$ cat src/rtl/timer_pair_pkg.sv
package timer_pair_pkg;

    localparam int CNT_W  = 16;
    localparam int PSC_W  = 8;
    localparam int CFG_W  = 8;
    localparam int ADDR_W = 4;
    localparam int EVT_W  = 2;
    localparam int GRP_W  = ADDR_W - 1;
    localparam int EVT_REF_BIT = 1;

    typedef enum logic [1:0] {
        CLK_CASCADE  = 2'd0,
        CLK_INTERNAL = 2'd1,
        CLK_SLOW     = 2'd2,
        CLK_NONE     = 2'd3
    } clk_src_e;

    // mode word: [15:8] secondary divide, [4] irq enable, [3] restart, [2:1] source
    typedef struct packed {
        logic [PSC_W-1:0] sec_div;
        logic [2:0]       spare_hi;
        logic             irq_en;
        logic             restart;
        clk_src_e         src;
        logic             spare_lo;
    } mode_t;

    typedef enum logic [GRP_W-1:0] {
        GRP_CFG  = 3'd0,
        GRP_MODE = 3'd1,
        GRP_REF  = 3'd2,
        GRP_CNT  = 3'd3,
        GRP_EVT  = 3'd4,
        GRP_PSC  = 3'd5
    } reg_grp_e;

    function automatic int stop_bit(input int idx);
        return (idx % 2 == 1) ? 5 : 1;
    endfunction

    function automatic int reset_bit(input int idx);
        return (idx % 2 == 1) ? 4 : 0;
    endfunction

endpackage

$ cat src/rtl/timer_tick_gen.sv
module timer_tick_gen
    import timer_pair_pkg::*;
#(
    parameter int SLOW_DIV = 16
) (
    input  logic             clk,
    input  logic             rst,
    input  logic             clr,
    input  logic             run,
    input  clk_src_e         src,
    input  logic [PSC_W-1:0] pri_div,
    input  logic [PSC_W-1:0] sec_div,
    output logic             tick
);
    localparam int DIV_W = (SLOW_DIV > 1) ? $clog2(SLOW_DIV) : 1;
    localparam logic [DIV_W-1:0] DIV_LAST = DIV_W'(SLOW_DIV - 1);

    logic [DIV_W-1:0] div_q;
    logic [PSC_W-1:0] pri_q;
    logic [PSC_W-1:0] sec_q;
    logic             div_last;
    logic             src_tick;
    logic             pri_tick;

    always_comb begin
        div_last = (div_q == DIV_LAST);
        src_tick = run && ((src == CLK_INTERNAL) || ((src == CLK_SLOW) && div_last));
        pri_tick = src_tick && (pri_q == pri_div);
        tick     = pri_tick && (sec_q == sec_div);
    end

    always_ff @(posedge clk) begin
        if (rst || clr) begin
            div_q <= '0;
            pri_q <= '0;
            sec_q <= '0;
        end else begin
            if (run && (src == CLK_SLOW))
                div_q <= div_last ? '0 : div_q + 1'b1;
            if (src_tick)
                pri_q <= pri_tick ? '0 : pri_q + 1'b1;
            if (pri_tick)
                sec_q <= tick ? '0 : sec_q + 1'b1;
        end
    end

endmodule

$ cat src/rtl/timer_count.sv
module timer_count #(
    parameter int W = 16
) (
    input  logic         clk,
    input  logic         rst,
    input  logic         clr,
    input  logic         load,
    input  logic [W-1:0] load_val,
    input  logic         zero,
    input  logic         inc,
    output logic [W-1:0] cnt
);
    always_ff @(posedge clk) begin
        if (rst || clr)
            cnt <= '0;
        else if (load)
            cnt <= load_val;
        else if (zero)
            cnt <= '0;
        else if (inc)
            cnt <= cnt + 1'b1;
    end
endmodule

$ cat src/rtl/timer_pair.sv
module timer_pair
    import timer_pair_pkg::*;
#(
    parameter int SLOW_DIV    = 16,
    parameter bit HAS_PRIMARY = 1'b1
) (
    input  logic              clk,
    input  logic              rst,
    input  logic              bus_we,
    input  logic [ADDR_W-1:0] bus_addr,
    input  logic [CNT_W-1:0]  bus_wdata,
    output logic [CNT_W-1:0]  bus_rdata,
    output logic [1:0]        irq
);
    localparam int NTMR = 2;

    logic [GRP_W-1:0] grp;
    logic             tsel;
    logic [CFG_W-1:0] cfg_q;

    mode_t            mode_v  [NTMR];
    logic [CNT_W-1:0] ref_v   [NTMR];
    logic [CNT_W-1:0] cnt_v   [NTMR];
    logic [EVT_W-1:0] evt_v   [NTMR];
    logic [PSC_W-1:0] psr_v   [NTMR];
    logic [NTMR-1:0]  stop_v;
    logic [NTMR-1:0]  rbit_v;
    logic [NTMR-1:0]  run_v;
    logic [NTMR-1:0]  gen_tick;
    logic [NTMR-1:0]  ev_set;
    logic [NTMR-1:0]  zero;
    logic [NTMR-1:0]  inc;
    logic             casc;
    logic             full_match;
    logic             wrap0;

    assign grp  = bus_addr[ADDR_W-1:1];
    assign tsel = bus_addr[0];

    // shared control byte; reset bits drop back to zero one clock after being set
    always_ff @(posedge clk) begin
        if (rst) begin
            cfg_q <= '0;
        end else if (bus_we && (grp == GRP_CFG)) begin
            cfg_q <= bus_wdata[CFG_W-1:0];
        end else begin
            cfg_q[reset_bit(0)] <= 1'b0;
            cfg_q[reset_bit(1)] <= 1'b0;
        end
    end

    for (genvar i = 0; i < NTMR; i++) begin : g_tmr
        localparam int STOP_B = stop_bit(i);
        localparam int RST_B  = reset_bit(i);

        logic             hit;
        logic             wr_mode;
        logic             wr_ref;
        logic             wr_cnt;
        logic             wr_evt;
        logic             wr_psc;
        mode_t            mode_r;
        logic [CNT_W-1:0] ref_r;
        logic [EVT_W-1:0] evt_r;
        logic [EVT_W-1:0] w1c;

        assign hit     = bus_we && (tsel == 1'(i));
        assign wr_mode = hit && (grp == GRP_MODE);
        assign wr_ref  = hit && (grp == GRP_REF);
        assign wr_cnt  = hit && (grp == GRP_CNT);
        assign wr_evt  = hit && (grp == GRP_EVT);
        assign wr_psc  = hit && (grp == GRP_PSC);

        assign stop_v[i] = cfg_q[STOP_B];
        assign rbit_v[i] = cfg_q[RST_B];
        assign run_v[i]  = !cfg_q[STOP_B] && !cfg_q[RST_B];

        always_ff @(posedge clk) begin
            if (rst) begin
                mode_r <= '0;
                ref_r  <= '0;
            end else begin
                if (wr_mode) mode_r <= mode_t'(bus_wdata);
                if (wr_ref)  ref_r  <= bus_wdata;
            end
        end

        if (HAS_PRIMARY) begin : g_psc
            logic [PSC_W-1:0] psr_r;
            always_ff @(posedge clk) begin
                if (rst)
                    psr_r <= '0;
                else if (wr_psc)
                    psr_r <= bus_wdata[PSC_W-1:0];
            end
            assign psr_v[i] = psr_r;
        end else begin : g_no_psc
            assign psr_v[i] = '0;
        end

        assign w1c = wr_evt ? bus_wdata[EVT_W-1:0] : '0;

        // a new match outranks a clearing write landing in the same clock
        always_ff @(posedge clk) begin
            if (rst || rbit_v[i])
                evt_r <= '0;
            else
                evt_r <= (evt_r & ~w1c) | (EVT_W'(ev_set[i]) << EVT_REF_BIT);
        end

        assign mode_v[i] = mode_r;
        assign ref_v[i]  = ref_r;
        assign evt_v[i]  = evt_r;
        assign irq[i]    = evt_r[EVT_REF_BIT] && mode_r.irq_en;

        timer_tick_gen #(
            .SLOW_DIV (SLOW_DIV)
        ) u_tick (
            .clk     (clk),
            .rst     (rst),
            .clr     (rbit_v[i]),
            .run     (run_v[i]),
            .src     (mode_r.src),
            .pri_div (psr_v[i]),
            .sec_div (mode_r.sec_div),
            .tick    (gen_tick[i])
        );

        timer_count #(
            .W (CNT_W)
        ) u_cnt (
            .clk      (clk),
            .rst      (rst),
            .clr      (rbit_v[i]),
            .load     (wr_cnt),
            .load_val (bus_wdata),
            .zero     (zero[i]),
            .inc      (inc[i]),
            .cnt      (cnt_v[i])
        );
    end

    // compare, restart and chaining
    always_comb begin
        casc       = (mode_v[1].src == CLK_CASCADE);
        full_match = ({cnt_v[1], cnt_v[0]} == {ref_v[1], ref_v[0]});
        ev_set     = '0;
        zero       = '0;
        inc        = '0;
        wrap0      = 1'b0;
        if (casc) begin
            ev_set[1] = gen_tick[0] && full_match;
            zero      = {NTMR{ev_set[1] && mode_v[1].restart}};
            inc[0]    = gen_tick[0];
            wrap0     = gen_tick[0] && (cnt_v[0] == '1) && !zero[0];
            inc[1]    = wrap0 && run_v[1];
        end else begin
            for (int k = 0; k < NTMR; k++) begin
                ev_set[k] = gen_tick[k] && (cnt_v[k] == ref_v[k]);
                zero[k]   = ev_set[k] && mode_v[k].restart;
                inc[k]    = gen_tick[k];
            end
        end
    end

    // read mux
    always_comb begin
        bus_rdata = '0;
        case (grp)
            GRP_CFG:  bus_rdata = {{(CNT_W-CFG_W){1'b0}}, cfg_q};
            GRP_MODE: bus_rdata = mode_v[tsel];
            GRP_REF:  bus_rdata = ref_v[tsel];
            GRP_CNT:  bus_rdata = cnt_v[tsel];
            GRP_EVT:  bus_rdata = {{(CNT_W-EVT_W){1'b0}}, evt_v[tsel]};
            GRP_PSC:  bus_rdata = {{(CNT_W-PSC_W){1'b0}}, psr_v[tsel]};
            default:  bus_rdata = '0;
        endcase
    end

endmodule

$ cat config.mk
export PLATFORM = sky130hd
export DESIGN_NAME = timer_pair
export DESIGN_NICKNAME = d
export VERILOG_FILES = /design/src/rtl/timer_pair_pkg.sv /design/src/rtl/timer_tick_gen.sv /design/src/rtl/timer_count.sv /design/src/rtl/timer_pair.sv
export SDC_FILE = /design/constraint.sdc
export NUM_CORES = 1
export LEC_CHECK = 0
export BUFFER_PORTS_ARGS = -buffer_cell sky130_fd_sc_hd__buf_2
export CORE_UTILIZATION = 30
export CTS_CLUSTER_SIZE = 12
export DETAILED_ROUTE_END_ITERATION = 6
export PLACE_DENSITY_LB_ADDON = 0.15
export RECOVER_POWER = 100
export SLEW_MARGIN = 40
export SYNTH_ARGS = -nofsm -noshare
export SYNTH_HDL_FRONTEND = slang
export SYNTH_SLANG_ARGS = --single-unit
export TNS_END_PERCENT = 30
$ cat constraint.sdc
create_clock -name clk -period 7.2 [get_ports clk]
set_input_delay 1.44 -clock clk [delete_from_list [all_inputs] [get_ports clk]]
set_output_delay 1.44 -clock clk [all_outputs]
set_load 0.03 [all_outputs]
==> reports/results.tsv <==
metric	value	unit
r2r_cells	9	
die_w	173	um
grt_pass1_vias	7538	
avgSynthCellArea	8.09	um2
hold_viol_final	0	
yosysMostFrequentCell	nand2_1	
drc	0	
yosysTopAreaCell	dfxtp_1	
drive_gt1_share	7.52	%
htreeDepth	4	
antenna_found_initial	1	
post_cts_buffers	0	
arrival	4.42	ns
wl	30000	um
port-buffer-count	40	
ant_nets	0	
first_iter_violations	768	
grt_overflow	0	
start_kind	input pin	
die-area	0.0301	mm2
setup-tns-final	0	ns
grt_start_max_net_pins	87	
critPathMaxStageDelay	1.14	ns
status	finished with violations	
post-route-min-period	5.86	ns
reg2reg_setup_slack	2.33	ns
root_buffer	clkbuf_16	
gp_congestion	0.853	
syn_to_final_growth	10.8	%
path_class	input pin to output pin	
vias	7926	
crit_chain	clkbuf_1 -> nor2b_1 -> and2_0 -> a221oi_1 -> o21ai_0 -> clkbuf_1	
grt_first_pass_wirelength	47000	um
via_per_inst	5.33	
synth_area_leaders	dfxtp_1 37%, nand2_1 8.9%, xor2_1 6.6%	
dp_hpwl	21600	um
post-place-ws	1.96	ns
r2r-start	g_tmr[1].u_tick.div_q[0]	
fin_area	0.00976	mm2
timing.critical_path.from	bus_addr[3]	
r2r_end	g_tmr[1].u_cnt.cnt[12]	
synth-warning-count	0	
synthDistinctLibCells	71	
die_y	173	um
core_area	0.0288	mm2
initial_core_util	30.6	%
crit_fanout	24	
routedWlPerCell	20.2	um
cts_made_buffers	17	
async_flop_share	0	%
ys_ff_latch	164	
syn_area	0.00881	mm2
hold_ws	0.450	ns
final_nets	1121	
synthTopCellsByCount	208 x nand2_1, 164 x dfxtp_1, 115 x a21oi_1	
max-vdd-ir-drop	133	uV
clock_path_buffers	2	
violations	capacitance limit, slew limit	
ioPinCount	41	
ctsHoldBuffers	0	
power_density	204	mW/mm2
finalCritPeriodShare	81.3	%
cts-resized-gates	0	
synth_cells	1089	
syn-num-nets	1120	
crit_required	5.76	ns
synth_top_cell_area_share	37.3	%
synth_flop_cell	dfxtp_1	
worst_pin_slew	4.22	ns
cts.reportedPaths.clkPinSlew	0.06	ns
place_area	0.00932	mm2
cp_top_family	simple AND/OR/NAND/NOR gates	
utilization	33.9	%
hp-class	flip-flop to flip-flop	
track_usage	20.4	%
rsz0062_at_grt	no	
setup_violations	0	
cts_tree	done	
worst_clock_skew	0.0157	ns
relSlewSlack	-182	%
end_kind	output pin	
slew_violations	95	
endpoint	bus_rdata[0]	
max_freq	0.171	GHz
clk_latency	0.44	ns
num_rows	62	
max_cap_viol_count	2	
setup_ws	1.34	ns
synth_edf_count	0	
cts_sinks	164	
crit_cells	6	
critPathSlowestCell	and2_0	
drtPass1Iterations	6	
crit_top_cell	clkbuf_1	
power_leakage	3.65	nW
synth-seq-area-share	37.3	%
critPathBufInv	2	
-- layout by cell type, fill, tap and decap left out, types with 14 or more instances in the layout --
| cell | netlist | routed |
|---|---|---|
| nand2_1 | 208 | 209 |
| dfxtp_1 | 164 | 164 |
| a21oi_1 | 115 | 116 |
| nor2_1 | 89 | 87 |
| xor2_1 | 66 | 66 |
| nand3_1 | 38 | 38 |
| xnor2_1 | 38 | 38 |
| mux2i_1 | 34 | 34 |
| o21ai_0 | 25 | 27 |
| clkbuf_1 | 58 | 25 |
| nand4_1 | 24 | 24 |
| buf_2 | 5 | 20 |
| a222oi_1 | 17 | 17 |
| clkbuf_16 | 0 | 17 |
| a221oi_1 | 15 | 15 |
| and3_1 | 14 | 14 |
-- report_power, final --
part	switching, mW	leakage, nW	internal, mW	total [mW]
combinational	0.112	2.06	0.0430	0.155
clock	0.410	0.274	0.493	0.903
sequential	0.0171	1.32	0.918	0.935
total	0.539	3.65	1.45	1.99
-- routing by layer --
metal / wire length (um) / GRT usage [%]
met5: 0 / 0
met4: 887 / 8.15
met3: 1230 / 2.72
met2: 13800 / 32.5
met1: 14200 / 27.8
-- cells by family (layout without fill, tap and decap cells) --
group                    after synthesis  in the layout  synth area share [%]
AO/OA/AOI/OAI                        242            242                  18.7
XOR/XNOR                             104            104                  10.3
adder cells (fa/ha/maj)                8              8                  1.14
buffers and inverters                 78             92                  3.56
flip-flops                           164            164                  37.3
multiplexers                          43             43                  5.01
other                                  0              1                     0
AND/OR/NAND/NOR                      450            450                  23.9
-- state kept, by name, indices dropped and copies added, names as in the netlist --
signal              count
cfg_q                   8
g_tmr.u_tick.pri_q     16
g_tmr.u_cnt.cnt        32
g_tmr.u_tick.div_q      8
g_tmr.g_psc.psr_r      16
g_tmr.u_tick.sec_q     16
g_tmr.evt_r             4
g_tmr.ref_r            32
g_tmr.mode_r           32
-- area by class of cell --
cell class / count / area [um2]
flip-flops and latches: 164 / 3280
inverters: 10 / 37.5
diodes: 1 / 2.50
clock buffers: 20 / 447
clock inverters: 12 / 123
well taps: 384 / 480
fillers: 3030 / 19000
multi-input cells: 847 / 5150
repair buffers: 50 / 239
-- stage by stage --
| step | power [mW] | cells |
|---|---|---|
| after global routing | 2.07 | 1488 |
| after CTS | 2.02 | 1487 |
| after global placement | 1.11 | 1455 |
| after floorplan | 1.05 | 1089 |
| after detailed placement | 1.11 | 1455 |
| final | 1.99 | 1488 |
-- worst min path at each step --
| stage | start | to | slack [ns] | cells past startpoint |
|---|---|---|---|---|
| after floorplan | g_tmr[0].evt_r[0] | g_tmr[0].evt_r[0] | 0.43 | 1 |
| after global placement | g_tmr[1].evt_r[0] | g_tmr[1].evt_r[0] | 0.44 | 1 |
| after detailed placement | g_tmr[1].evt_r[0] | g_tmr[1].evt_r[0] | 0.44 | 1 |
| after CTS | g_tmr[1].evt_r[0] | g_tmr[1].evt_r[0] | 0.45 | 1 |
| after global routing | g_tmr[1].evt_r[0] | g_tmr[1].evt_r[0] | 0.47 | 1 |
| final | g_tmr[1].evt_r[0] | g_tmr[1].evt_r[0] | 0.45 | 1 |
Power figures use the tool's default switching activity.
